===== config.mk =====
export PLATFORM = sky130hd
export DESIGN_NAME = vblank_slot_seq
export DESIGN_NICKNAME = d
export VERILOG_FILES = /design/src/rtl/vsq_pkg.sv /design/src/rtl/vsq_slot_ctr.sv /design/src/rtl/vsq_line_ctr.sv /design/src/rtl/vsq_event_dec.sv /design/src/rtl/vsq_border_gen.sv /design/src/rtl/vblank_slot_seq.sv
export SDC_FILE = /design/constraint.sdc
export NUM_CORES = 1
export LEC_CHECK = 0
export BUFFER_PORTS_ARGS = -buffer_cell sky130_fd_sc_hd__buf_2
export CAP_MARGIN = 20
export CORE_MARGIN = 5
export CORE_UTILIZATION = 53
export DETAILED_ROUTE_END_ITERATION = 16
export PLACE_DENSITY = 0.91
export SYNTH_ARGS = -nofsm -noshare
export SYNTH_HDL_FRONTEND = slang
export SYNTH_SLANG_ARGS = --single-unit

===== constraint.sdc =====
create_clock -name clk -period 5.66 [get_ports clk]
set_clock_uncertainty 0.15 [all_clocks]
set_input_delay 1.415 -clock clk [delete_from_list [all_inputs] [get_ports clk]]
set_output_delay 1.415 -clock clk [all_outputs]
set_load 0.01 [all_outputs]

===== src/rtl/vsq_pkg.sv =====
package vsq_pkg;

    typedef enum logic [1:0] {
        VM_NARROW = 2'd0,
        VM_WIDE   = 2'd1,
        VM_LEGACY = 2'd2
    } vmode_e;

    localparam int SLOT_W = 8;
    localparam int LINE_W = 9;
    localparam int CLKW   = 5;

    localparam logic [SLOT_W-1:0] BG_FIRST   = 8'd9;
    localparam logic [LINE_W-1:0] END_NEW    = 9'h1FF;
    localparam logic [LINE_W-1:0] END_LEGACY = 9'h000;
    localparam logic [2:0]        LEG_PAL_HI = 3'b101;
    localparam logic [CLKW-1:0]   CLKS_WIDE  = 5'd16;
    localparam logic [CLKW-1:0]   CLKS_SLOW  = 5'd20;

    typedef struct packed {
        logic [SLOT_W-1:0] jump_from;
        logic [SLOT_W-1:0] jump_to;
        logic [SLOT_W-1:0] clr_slot;
        logic [SLOT_W-1:0] idx_slot;
        logic [SLOT_W-1:0] idx_val;
        logic [SLOT_W-1:0] bg_end;
    } mode_cfg_t;

    typedef struct packed {
        logic buf_clear;
        logic idx_reset;
        logic vint_set;
        logic line_adv;
    } evt_t;

    function automatic vmode_e decode_mode(input logic new_en, input logic wide);
        if (!new_en)   return VM_LEGACY;
        else if (wide) return VM_WIDE;
        else           return VM_NARROW;
    endfunction

    function automatic mode_cfg_t cfg_of(input vmode_e m);
        mode_cfg_t c;
        case (m)
            VM_WIDE: begin
                c.jump_from = 8'd182; c.jump_to = 8'd229;
                c.clr_slot  = 8'd161; c.idx_slot = 8'd165;
                c.idx_val   = 8'h80;  c.bg_end   = BG_FIRST + 8'd160;
            end
            VM_NARROW: begin
                c.jump_from = 8'd147; c.jump_to = 8'd233;
                c.clr_slot  = 8'd128; c.idx_slot = 8'd132;
                c.idx_val   = 8'h80;  c.bg_end   = BG_FIRST + 8'd128;
            end
            default: begin
                c.jump_from = 8'd147; c.jump_to = 8'd233;
                c.clr_slot  = 8'd136; c.idx_slot = 8'd253;
                c.idx_val   = 8'h00;  c.bg_end   = BG_FIRST + 8'd128;
            end
        endcase
        return c;
    endfunction

    // Per-slot duration inside the wide-mode sync window
    function automatic logic [CLKW-1:0] sync_clks(input logic [SLOT_W-1:0] off);
        return off[0] ? 5'd18 : 5'd19;
    endfunction

endpackage


===== src/rtl/vsq_slot_ctr.sv =====
module vsq_slot_ctr
    import vsq_pkg::*;
(
    input  logic              clk,
    input  logic              rst,
    input  vmode_e            mode_in,
    input  logic              line_adv,
    output logic [SLOT_W-1:0] slot,
    output vmode_e            mode_q
);
    mode_cfg_t         cfg;
    logic [SLOT_W-1:0] slot_nx;

    always_comb begin
        cfg = cfg_of(mode_q);
        if (slot == cfg.jump_from) slot_nx = cfg.jump_to;
        else                       slot_nx = slot + 8'd1;
    end

    always_ff @(posedge clk) begin
        if (rst) begin
            slot   <= '0;
            mode_q <= mode_in;
        end else begin
            slot <= slot_nx;
            if (line_adv) mode_q <= mode_in;
        end
    end
endmodule


===== src/rtl/vsq_line_ctr.sv =====
module vsq_line_ctr
    import vsq_pkg::*;
(
    input  logic              clk,
    input  logic              rst,
    input  logic [LINE_W-1:0] inactive_start,
    input  logic              line_adv,
    input  vmode_e            mode_q,
    output logic [LINE_W-1:0] vline,
    output logic              seq_done
);
    logic [LINE_W-1:0] vline_nx;
    logic [LINE_W-1:0] end_line;

    always_comb begin
        vline_nx = vline + 9'd1;
        end_line = (mode_q == VM_LEGACY) ? END_LEGACY : END_NEW;
        seq_done = line_adv && (vline_nx == end_line);
    end

    always_ff @(posedge clk) begin
        if (rst)           vline <= inactive_start;
        else if (line_adv) vline <= vline_nx;
    end
endmodule


===== src/rtl/vsq_event_dec.sv =====
module vsq_event_dec
    import vsq_pkg::*;
#(
    parameter logic [7:0] LCHG_WIDE   = 8'd166,
    parameter logic [7:0] LCHG_NARROW = 8'd133,
    parameter logic [7:0] LCHG_LEG    = 8'd134,
    parameter logic [7:0] VINT_WIDE   = 8'd2,
    parameter logic [7:0] VINT_NARROW = 8'd1,
    parameter logic [7:0] VINT_LEG    = 8'd3,
    parameter int         HS_BEGIN    = 230,
    parameter int         HS_LEN      = 16
) (
    input  logic [SLOT_W-1:0] slot,
    input  logic [LINE_W-1:0] vline,
    input  logic [LINE_W-1:0] inactive_start,
    input  vmode_e            mode_q,
    output evt_t              evt,
    output logic [SLOT_W-1:0] idx_load,
    output logic [CLKW-1:0]   slot_clks
);
    localparam int HS_END = HS_BEGIN + HS_LEN;

    mode_cfg_t         cfg;
    logic [SLOT_W-1:0] lchg_slot;
    logic [SLOT_W-1:0] vint_slot;
    logic [LINE_W-1:0] vint_line;
    logic [SLOT_W-1:0] hs_off;
    logic              in_sync;

    always_comb begin
        cfg = cfg_of(mode_q);
        case (mode_q)
            VM_WIDE: begin
                lchg_slot = LCHG_WIDE;
                vint_slot = VINT_WIDE;
            end
            VM_NARROW: begin
                lchg_slot = LCHG_NARROW;
                vint_slot = VINT_NARROW;
            end
            default: begin
                lchg_slot = LCHG_LEG;
                vint_slot = VINT_LEG;
            end
        endcase
        vint_line = (mode_q == VM_LEGACY) ? inactive_start + 9'd1 : inactive_start;

        evt.buf_clear = (slot == cfg.clr_slot);
        evt.idx_reset = (slot == cfg.idx_slot);
        evt.vint_set  = (slot == vint_slot) && (vline == vint_line);
        evt.line_adv  = (slot == lchg_slot);
        idx_load      = cfg.idx_val;

        in_sync = (int'(slot) >= HS_BEGIN) && (int'(slot) < HS_END);
        hs_off  = slot - SLOT_W'(HS_BEGIN);
        if (mode_q != VM_WIDE) slot_clks = CLKS_SLOW;
        else if (in_sync)      slot_clks = sync_clks(hs_off);
        else                   slot_clks = CLKS_WIDE;
    end
endmodule


===== src/rtl/vsq_border_gen.sv =====
module vsq_border_gen
    import vsq_pkg::*;
(
    input  logic [SLOT_W-1:0] slot,
    input  logic [LINE_W-1:0] vline,
    input  logic [LINE_W-1:0] inactive_start,
    input  logic [7:0]        border_bottom,
    input  logic [7:0]        border_top,
    input  logic [5:0]        bg_index,
    input  vmode_e            mode_q,
    output logic              pix_we,
    output logic [LINE_W-1:0] pix_idx,
    output logic [6:0]        pix_color
);
    mode_cfg_t   cfg;
    logic [9:0]  lo_lim;
    logic [9:0]  hi_lim;
    logic        v_border;
    logic        h_win;
    logic [SLOT_W-1:0] rel;

    always_comb begin
        cfg      = cfg_of(mode_q);
        lo_lim   = {1'b0, inactive_start} + {2'b00, border_bottom};
        hi_lim   = 10'h200 - {2'b00, border_top};
        v_border = ({1'b0, vline} < lo_lim) || ({1'b0, vline} > hi_lim);
        h_win    = (slot >= BG_FIRST) && (slot < cfg.bg_end);
        rel      = slot - BG_FIRST;
        pix_we   = v_border && h_win;
        pix_idx  = h_win ? {rel, 1'b0} : '0;
        if (mode_q == VM_LEGACY) pix_color = {LEG_PAL_HI, bg_index[3:0]};
        else                     pix_color = {1'b0, bg_index};
    end
endmodule


===== src/rtl/vblank_slot_seq.sv =====
module vblank_slot_seq
    import vsq_pkg::*;
#(
    parameter logic [7:0] LCHG_WIDE   = 8'd166,
    parameter logic [7:0] LCHG_NARROW = 8'd133,
    parameter logic [7:0] LCHG_LEG    = 8'd134,
    parameter logic [7:0] VINT_WIDE   = 8'd2,
    parameter logic [7:0] VINT_NARROW = 8'd1,
    parameter logic [7:0] VINT_LEG    = 8'd3,
    parameter int         HS_BEGIN    = 230,
    parameter int         HS_LEN      = 16
) (
    input  logic       clk,
    input  logic       rst,
    input  logic       new_mode_en,
    input  logic       wide_en,
    input  logic [5:0] bg_index,
    input  logic [8:0] inactive_start,
    input  logic [7:0] border_bottom,
    input  logic [7:0] border_top,
    output logic [7:0] slot,
    output logic [8:0] vline,
    output logic       buf_clear,
    output logic       idx_reset,
    output logic [7:0] idx_load,
    output logic       vint_set,
    output logic       line_adv,
    output logic       seq_done,
    output logic       pix_we,
    output logic [8:0] pix_idx,
    output logic [6:0] pix_color,
    output logic [4:0] slot_clks
);
    vmode_e mode_in;
    vmode_e mode_q;
    evt_t   evt;

    assign mode_in = decode_mode(new_mode_en, wide_en);

    vsq_slot_ctr u_slot (
        .clk      (clk),
        .rst      (rst),
        .mode_in  (mode_in),
        .line_adv (evt.line_adv),
        .slot     (slot),
        .mode_q   (mode_q)
    );

    vsq_line_ctr u_line (
        .clk            (clk),
        .rst            (rst),
        .inactive_start (inactive_start),
        .line_adv       (evt.line_adv),
        .mode_q         (mode_q),
        .vline          (vline),
        .seq_done       (seq_done)
    );

    vsq_event_dec #(
        .LCHG_WIDE   (LCHG_WIDE),
        .LCHG_NARROW (LCHG_NARROW),
        .LCHG_LEG    (LCHG_LEG),
        .VINT_WIDE   (VINT_WIDE),
        .VINT_NARROW (VINT_NARROW),
        .VINT_LEG    (VINT_LEG),
        .HS_BEGIN    (HS_BEGIN),
        .HS_LEN      (HS_LEN)
    ) u_evt (
        .slot           (slot),
        .vline          (vline),
        .inactive_start (inactive_start),
        .mode_q         (mode_q),
        .evt            (evt),
        .idx_load       (idx_load),
        .slot_clks      (slot_clks)
    );

    vsq_border_gen u_bdr (
        .slot           (slot),
        .vline          (vline),
        .inactive_start (inactive_start),
        .border_bottom  (border_bottom),
        .border_top     (border_top),
        .bg_index       (bg_index),
        .mode_q         (mode_q),
        .pix_we         (pix_we),
        .pix_idx        (pix_idx),
        .pix_color      (pix_color)
    );

    assign buf_clear = evt.buf_clear;
    assign idx_reset = evt.idx_reset;
    assign vint_set  = evt.vint_set;
    assign line_adv  = evt.line_adv;
endmodule


==> flow_summary.toml, run 1 <==
[place]
pre_cts_ws_ns = -0.0966
routabilityCongestion = 0.872
hpwl_um = 5530
portBuffers = 68

[setup_path]
critPathKind = "primary input to output pin"
worstReg2RegStart = "u_slot.mode_q[1]$_DFFE_PP_"
worstSetupStartpoint = "border_bottom[0]"
critPathBufInv = 3
worstSetupStartpointType = "primary input"
path_delay_family = "compound AO/OA/AOI/OAI gates"
path_max_fanout = 2
reg2reg_to = "u_line.vline[7]$_DFFE_PP_"
cp_slowest_cell = "fa_2"
path_cells = "buf_6, ha_4, inv_2, fa_2, nor2b_1, o21a_1, nor2_1, xor2_1, ha_1, a21oi_2, nor2b_2, a2111oi_2, o21ai_1, a31o_2, a31oi_1, buf_2"
r2r_cells = 8
arrival_ns = 3.98
slowest_delay_ns = 0.36
worstPathRequired_ns = 4.09
r2r_slack_ns = 2.83
critPathCaptureType = "output pin"

[clock_network]
cts_tree = "built"
cts.path.max_buffers = 2
numCtsBuffers = 3
cts.clk_slew.worst_paths_ns = 0.07
insertion_delay_ns = 0.26
cts.sinks = 19
h-tree-depth = 1
clockRootBuffer = "clkbuf_8"
holdBufCountCts = 0

[min_path]
hold_path_end = "u_slot.slot[7]$_SDFF_PP0_"
min_path_type = "register to register"
min_from = "u_slot.slot[7]$_SDFF_PP0_"
hold_depth = 2

[power]
power.leakage_nw = 1.48
vdd_drop_max_mv = 0.0800
p_per_area_nw_per_um2 = 158
total_power_mw = 0.504

[grt]
busiest_layer = "met2"
grt_pass1_vias = 2524
antenna_found_initial = 0
grtUsageMet3_pct = 2.08
grt_pass1_wl_um = 11700
grt_max_degree = 22
grt.overflow.total = 0
grtUsageTotal_pct = 21.6
use_met1_pct = 28.5
gr-usage-met2_pct = 37.3

[synth]
synth_top_area_share_pct = 14.6
yosys_register_bits = 19
synthTopCellsByArea = "ha_1 15%, edfxtp_1 12%, xor2_1 6.7%"
ys_warn_count = 0
synth.most_common_cell = "ha_1"
async_flop_share_pct = 0
synth_top_cell_by_area = "ha_1"
synthesis.area_sq_um = 2750
postSynthCellCount = 349
synth-edff-count = 11
ys.flop_type = "edfxtp_1"
syn_avg_cell_area_sq_um = 7.87
synthDistinctLibCells = 54
synthTopCellsByCount = "32 x ha_1, 26 x inv_1, 23 x nand2_1, 21 x xor2_1, 20 x a21oi_1"
synth-seq-area-share_pct = 17.9

[job]
maxCapViolCount = 0

[drt]
wl_per_cell_um = 15.4
routed_wl_um = 7340
postRouteAntennaNets = 0
drt-initial-drc-count = 194
remaining_drc_errors = 0
routed-via-count = 2783
drt_first_pass_iters = 5
avgViaCountPerCell = 5.85

[timing]
final-setup-viol-count = 0
fin_crit_ns = 5.55
clock.fmax_mhz = 180
max_slew_margin_pct = 56.5
final.setup.tns_ns = 0
timing.final.ws_setup_ns = 0.111
holdWs_ns = 0.460
tightestPinTransition_ns = 0.652
hold_violations = 0
rsz0062_at_grt = "true"
period_share_pct = 98.0
slew_viol_final = 0

[floorplan]
start_util_pct = 54.1
core.rowCount = 26
io_pins = 87
core_region_area_sq_um = 5070
dieHeight_um = 82.0
fp.dieW_um = 82.0
dieArea_sq_um = 6720

[cells_and_area]
area_growth_pct = 16.5
antenna_cells = 0
drive_gt1_share_pct = 24.9
nets = 475

[run_status]
status = "complete, no violations"
## state kept, by name, indices dropped and copies added, names as in the netlist
name	cells
u_line.vline	9
u_slot.mode_q	2
u_slot.slot	8
## report_power, final
part / internal (mW) / switching [mW] / leakage [nW]
logic: 0.105 / 0.118 / 1.29
clock network: 0.0501 / 0.0456 / 0.0228
registers: 0.157 / 0.0288 / 0.173
## layout by cell type (no fill, tap or decap), types with 4 or more instances in the layout
master	instances
or3_1	4
inv_1	24
xor2_1	21
mux2i_1	8
nor4_1	8
nor2_1	18
xnor2_1	17
a21oi_1	18
ha_1	29
buf_2	66
dfxtp_1	8
conb_1	10
edfxtp_1	11
a31oi_1	5
nand4_1	8
nand2b_1	8
o21ai_0	14
and3_1	4
buf_4	8
a21o_1	5
and2_1	5
nand3_1	11
a211oi_1	4
nor3_1	12
nand2_1	23
## per-layer routing
metal | up-vias | wire, um | share of wire, %
met5 | - | 0 | 0
met4 | 0 | 126 | 1.7
met3 | 17 | 512 | 7.0
met2 | 129 | 3650 | 50
met1 | 1296 | 3050 | 42
li1 | 1341 | - | -
## what timing repair did
action / CTS / global route
pin swaps: 2 / 16
gates cloned: 0 / 0
gates resized for setup: 7 / 15
setup buffers: 0 / 2
endpoints found under the setup margin: 1 / 1
## cell type report
| class | instances | area (sq um) |
|---|---|---|
| sequential | 19 | 490 |
| clock buffer | 4 | 45.0 |
| fill | 431 | 1880 |
| timing repair buffer | 76 | 413 |
| inverter | 26 | 97.6 |
| tap | 70 | 87.6 |
| multi-input combinational | 281 | 2060 |
## logic make-up after synthesis
| family | Yosys count | share of synthesized area [%] |
|---|---|---|
| AOI/OAI and AO/OA | 69 | 15.9 |
| xor gates and xnor gates | 38 | 12.1 |
| muxes | 11 | 4.15 |
| adders and majority gates | 33 | 15.3 |
| DFF | 19 | 17.9 |
| and+or+nand+nor | 120 | 24.1 |
| buffers and inverters | 57 | 10.3 |
| other | 2 | 0.274 |
## worst reg2reg max path, cell delays in order (launching register included)
cell and delay [ns]:
edfxtp_1 0.55, nor2b_1 0.40, inv_1 0.20, ha_1 0.34, nand3b_1 0.10, nor2_1 0.15, nand3b_1 0.12, a21oi_1 0.18
or2_2 0.31
## per-stage QoR
stage	instances	utilization (%)	instance area (sq um)
CTS	474	61.6	3130
global route	476	63.0	3200
global placement	470	60.4	3060
detailed placement	470	60.4	3060
floorplan	357	-	2780
finish	476	63.0	3200
## how the worst max path moves through the flow
stage	end	cells past startpoint
floorplan	pix_we	14
global placement	pix_we	13
detailed placement	pix_we	13
CTS	pix_we	13
global route	pix_we	16
finish	pix_we	16
(Power assumes the default switching activity.)
==> inputs of run 2 (changes only) <==
Settings changed: CELL_PAD_IN_SITES_DETAIL_PLACEMENT from default to 1, CELL_PAD_IN_SITES_GLOBAL_PLACEMENT from default to 1, CORE_UTILIZATION 53 to 38.
==> run 2 against run 1 <==
Net effect: clock-buffer cell count stayed put; worst hold slack better by 0.015 ns; utilization is 17 points lower; via count is 1.1% higher; non-clock buffer count is 1 lower; fmax is 0.43% higher; critical path type unchanged; largest cell class unchanged; highest routed layer unchanged.
==> flow_summary.toml, run 2 (same netlist as run 1, synthesis figures left out) <==
[power]
vdd_drop_max_mv = 0.0664
comb_power_share_pct = 44.6
power.leakage_nw = 1.48
pwr-share-clk_pct = 19.0
sequentialPowerShare_pct = 36.4
power_switching_mw = 0.201
p_sw_share_pct = 39.2
p_per_area_nw_per_um2 = 158
internal_power_mw = 0.312

[clock_network]
cts.path.max_buffers = 2
h-tree-depth = 1
holdBufCountCts = 0
cts.clk_slew.worst_paths_ns = 0.07
cts_tree = "built"
clockRootBuffer = "clkbuf_8"
numCtsBuffers = 3
insertion_delay_ns = 0.26
cts.sinks = 19

[drt]
drt-initial-drc-count = 115
postRouteAntennaNets = 0
routed-via-count = 2813
wl_per_cell_um = 17.3
routed_wl_um = 8730
avgViaCountPerCell = 5.58
remaining_drc_errors = 0
drt_first_pass_iters = 4

[min_path]
hold_depth = 2
min_path_type = "register to register"
hold_path_end = "u_slot.slot[7]$_SDFF_PP0_"
min_from = "u_slot.slot[7]$_SDFF_PP0_"

[setup_path]
r2r_cells = 7
worstPathRequired_ns = 4.09
worstReg2RegStart = "u_slot.mode_q[1]$_DFFE_PP_"
r2r_slack_ns = 2.61
reg2reg_to = "u_slot.slot[4]$_SDFF_PP0_"
critPathCaptureType = "output pin"
critPathKind = "primary input to output pin"
path_max_fanout = 2
arrival_ns = 3.96
worstSetupStartpointType = "primary input"

[cells_and_area]
seqCellArea_sq_um = 490
layout_commonest_cell = "buf_2"
drive_gt1_share_pct = 24.9
finalNonFillerCells = 504
reg.largest.list = "u_line.vline: 9 flops, u_slot.slot: 8 flops, u_slot.mode_q: 2 flops"
area_growth_pct = 18.7
layout_common_cells = "66 x buf_2, 28 x ha_1, 25 x inv_1, 23 x nand2_1, 21 x xor2_1"
final_cell_area_sq_um = 3260
largest_register_ffs = 9
antenna_cells = 0
nFillCells = 940
fin_util_pct = 45.7
multi_input_area_sq_um = 2100
largest-register = "u_line.vline"
nets = 474

[timing]
period_share_pct = 97.6
max_slew_margin_pct = 51.5
fin_crit_ns = 5.53
clock.fmax_mhz = 181
rsz0062_at_grt = "true"
tightestPinTransition_ns = 0.720
hold_violations = 0
final-setup-viol-count = 0
slew_viol_final = 0

[floorplan]
start_util_pct = 38.5
core.rowCount = 31
core_region_area_sq_um = 7140
io_pins = 87
fp.dieW_um = 95.0
dieHeight_um = 95.0
dieArea_sq_um = 9020

[place]
hpwl_um = 6920
routabilityCongestion = 0.871
portBuffers = 68
post-place-cells = 500
dpl_cell_area_sq_um = 3110

[job]
maxCapViolCount = 0

[grt]
antenna_found_initial = 0
grt_pass1_vias = 2908
grt_pass1_wl_um = 14100
grt_max_degree = 22
grt.overflow.total = 0
grtUsageTotal_pct = 19.6

[run_status]
status = "complete, no violations"
-- run 2: changes by cell type in the layout (fill, tap and decap cells not counted), sizes merged --
cell	before	now
buf	76	75
-- run 2: layout make-up --
| class | count | share of cell area (%) |
|---|---|---|
| clock buffers | 4 | 1.38 |
| inverters | 26 | 3.00 |
| multi-input cells | 281 | 64.4 |
| flip-flops and latches | 19 | 15.1 |
| well taps | 99 | 3.80 |
| repair buffers | 75 | 12.3 |
-- run 2: critical path, cell delays in order --
cell and delay (ns):
buf_4 0.13, ha_4 0.17, inv_1 0.07, fa_2 0.21
nor2b_2 0.05, o21a_1 0.18, o21ai_1 0.22, nand2_1 0.10
a21oi_2 0.17, xor2_1 0.09, ha_1 0.21, a2111oi_2 0.30
o21ai_1 0.13, a31o_2 0.21, a31oi_1 0.13, buf_2 0.16
-- run 2: worst max-delay path by stage --
| stage | cells after the start | start | slack (ns) | endpoint |
|---|---|---|---|---|
| after floorplan | 14 | inactive_start[0] | 0.29 | pix_we |
| after global placement | 13 | inactive_start[1] | -0.11 | pix_we |
| after detailed placement | 13 | inactive_start[1] | -0.31 | pix_we |
| after CTS | 13 | inactive_start[1] | 0.03 | pix_we |
| after global routing | 16 | inactive_start[0] | 0.006 | pix_we |
| final | 16 | inactive_start[0] | 0.13 | pix_we |
-- run 2: power groups by stage --
stage / Sequential [mW] / Clock [mW] / Combinational [mW]
floorplan: 0.176 / 0 / 0.155
global placement: 0.189 / 0 / 0.200
detailed placement: 0.189 / 0 / 0.212
CTS: 0.186 / 0.0991 / 0.224
global route: 0.189 / 0.104 / 0.257
finish: 0.187 / 0.0977 / 0.229
-- run 2: through the flow --
step                      power [mW]  hold slack, ns  TNS (ns)  setup WS (ns)
after CTS                      0.510           0.484         0         0.0289
after global routing           0.550           0.513         0        0.00564
final                          0.513           0.475         0          0.135
after detailed placement       0.401           0.474    -0.311         -0.311
after floorplan                0.331           0.499         0          0.291
after global placement         0.388           0.436    -0.108         -0.108
-- run 2: metal layers --
layer / routed length [um] / part of all wire (%) / vias up / global-route usage [%]
li1: - / - / 1335 / -
met1: 3670 / 42 / 1402 / 23.2
met2: 4590 / 53 / 68 / 36.8
met3: 382 / 4.4 / 8 / 2.55
met4: 94 / 1.1 / 0 / 4.81
met5: 0 / 0 / - / 0
-- run 2: what timing repair did --
item / CTS / global route
endpoints found under the setup margin: 1 / 1
pin swaps: 9 / 2
buffers inserted: 0 / 0
resized for setup: 14 / 9
==> inputs of run 3 (changes only) <==
Settings changed: ABC_AREA from default to 1, CORE_UTILIZATION 38 to 36, PLACE_DENSITY 0.91 to 0.9.
==> run 3 against run 2 <==
Net effect: combinational power shrank 8.7%; synthesized area grew 1.8%; cell area fell by 1.2%; utilization shrank 3.5 points; global-route usage down 1.9 points; power down 6.2%; sequential power fell by 7%; clock power is 1% higher.
==> flow_summary.toml, run 3 <==
[synth]
synth.most_common_cell = "nand2_1"
synth_compound_area_share_pct = 12.2
ys.flop_type = "edfxtp_1"
yosys_register_bits = 19
synth-seq-area-share_pct = 17.5
synth_top_family_by_area = "simple AND/OR/NAND/NOR gates"
syn_avg_cell_area_sq_um = 6.50
postSynthCellCount = 430
synth_mux_area_share_pct = 0
synth_top_cell_by_area = "ha_1"
synth_top_area_share_pct = 14.3
async_flop_share_pct = 0
synth-edff-count = 11
synthDistinctLibCells = 39
synthesis.area_sq_um = 2800
yosys.area_share.simple_pct = 32.1
synth_xor_area_share_pct = 10.2
synth_fa_ha_area_share_pct = 15.0
synthTopCellsByCount = "103 x nand2_1, 58 x inv_1, 37 x nor2_1, 32 x ha_1"
synthTopCellsByArea = "ha_1 14%, nand2_1 14%, edfxtp_1 12%"
ys_warn_count = 0

[grt]
use_met1_pct = 20.5
grt_max_degree = 21
grtUsageTotal_pct = 17.7
grt.overflow.total = 0
busiest_layer = "met2"
gr-usage-met2_pct = 34.3
antenna_found_initial = 0
grt_pass1_wl_um = 14500
grtUsageMet3_pct = 2.93
grt_pass1_vias = 3190

[floorplan]
core.rowCount = 32
fp.dieW_um = 98.1
dieArea_sq_um = 9630
core_region_area_sq_um = 7650
io_pins = 87
start_util_pct = 36.6
dieHeight_um = 98.1

[place]
pre_cts_ws_ns = 0.0462
hpwl_um = 7450
routabilityCongestion = 0.884
portBuffers = 68

[power]
vdd_drop_max_mv = 0.118
power.leakage_nw = 1.75
total_power_mw = 0.481
p_per_area_nw_per_um2 = 149

[cells_and_area]
largest-register = "u_line.vline"
layout_commonest_cell = "nand2_1"
seqCellArea_sq_um = 490
nFillCells = 1043
nets = 559
area_growth_pct = 15.2
drive_gt1_share_pct = 18.2
layout_common_cells = "103 x nand2_1, 68 x buf_2, 58 x inv_1, 37 x nor2_1, 31 x ha_1"
reg.largest.list = "u_line.vline: 9 flops, u_slot.slot: 8 flops, u_slot.mode_q: 2 flops"
largest_register_ffs = 9
multi_input_area_sq_um = 1990
antenna_cells = 0

[drt]
routed-via-count = 3024
drt_first_pass_iters = 4
postRouteAntennaNets = 0
remaining_drc_errors = 0
wl_per_cell_um = 14.7
routed_wl_um = 8720
avgViaCountPerCell = 5.11
drt-initial-drc-count = 90

[min_path]
min_from = "u_slot.slot[4]$_SDFF_PP0_"
min_path_type = "register to register"

[timing]
fin_crit_ns = 5.38
timing.final.ws_setup_ns = 0.279
period_share_pct = 95.1
holdWs_ns = 0.441
final-setup-viol-count = 0
hold_violations = 0
clock.fmax_mhz = 186
slew_viol_final = 0

[setup_path]
path_max_fanout = 6
worstReg2RegStart = "u_slot.mode_q[1]$_DFFE_PP_"
worstPathRequired_ns = 4.09
critPathCaptureType = "output pin"
critPathKind = "primary input to output pin"
worstSetupStartpointType = "primary input"
r2r_slack_ns = 3.05
worstSetupStartpoint = "inactive_start[0]"
arrival_ns = 3.82

[clock_network]
holdBufCountCts = 0
insertion_delay_ns = 0.26
numCtsBuffers = 3
cts_tree = "built"
cts.path.max_buffers = 2
clockRootBuffer = "clkbuf_8"
h-tree-depth = 1
cts.clk_slew.worst_paths_ns = 0.08
post-cts-setup-buffers = 0
cts.sinks = 19

[job]
maxCapViolCount = 0

[run_status]
status = "complete, no violations"
==> run 3: cell count changes in the layout (fill, tap and decap cells not counted), moves of 5 or more <==
cell      delta
and2_1       -5
nand3_1     +16
nor2_1      +19
o21ai_0      +8
nand2_1     +80
xnor2_1     -14
mux2i_1      -8
xor2_1       +6
nand2b_1     -8
inv_1       +33
buf_4        -8
==> run 3: power breakdown <==
part	leakage (nW)	internal [mW]	switching, mW	total [mW]
clock	0.0260	0.0500	0.0488	0.0988
sequential	0.174	0.156	0.0177	0.174
combinational	1.55	0.0804	0.128	0.209
total	1.75	0.286	0.195	0.481
==> run 3: metrics by stage <==
step	area (sq um)	util (%)	setup TNS [ns]	cells
2_1_floorplan	2830	-	0	438
3_3_place_gp	3160	41.4	0	588
3_5_place_dp	3160	41.4	0	588
4_1_cts	3210	42.0	0	592
5_1_grt	3220	42.1	-0.00904	592
6_report	3220	42.1	0	592
==> run 3: logic make-up (layout without fill, tap and decap cells) <==
kind of cell,Yosys count,count (layout)
fa+ha+maj,33,33
flops,19,19
buf+inv,80,132
compound gates,61,61
simple gates,204,204
other cells,2,10
xor+xnor,31,31
==> run 3: path summary, 6_finish.rpt <==
| check | endpoint | depth (start not counted) |
|---|---|---|
| worst min-delay path | u_slot.slot[4]$_SDFF_PP0_ | 2 |
| worst min register to register | u_slot.slot[4]$_SDFF_PP0_ | 2 |
| worst max register to register | u_line.vline[8]$_DFFE_PP_ | 7 |
| worst max-delay path | pix_we | 17 |
==> run 3: worst max-delay path: stages <==
cell and delay [ns]:
buf_2 0.14, ha_2 0.25, inv_1 0.07, fa_1 0.41, o21ai_2 0.19, a21oi_1 0.10, o21ai_0 0.20, xor2_1 0.19
ha_1 0.25, nand2_1 0.06, inv_1 0.03, nand2_1 0.05, nand2_1 0.05, nand2_1 0.06, a21oi_1 0.07, a21oi_1 0.13
buf_2 0.15
==> run 3: layout make-up <==
cell class | count | share of cell area [%]
Inverter | 60 | 6.99
Clock inverter | 1 | 0.194
Clock buffer | 3 | 1.28
Multi-Input combinational cell | 339 | 61.8
Sequential cell | 19 | 15.2
Timing Repair Buffer | 68 | 10.6
Tap cell | 102 | 3.96
==> run 3: routing by layer <==
layer  wire length, um  up-vias  part of all wire, %
li1                  -     1501                    -
met3               380       10                  4.4
met1              3610     1436                   41
met4               114        0                  1.3
met5                 0        -                    0
met2              4610       77                   53
==> run 3: repair_timing <==
action / 4_1_cts / 5_1_grt
resized for setup: 0 / 4
endpoints found under the setup margin: 0 / 1
endpoints found under the hold margin: 0 / 0
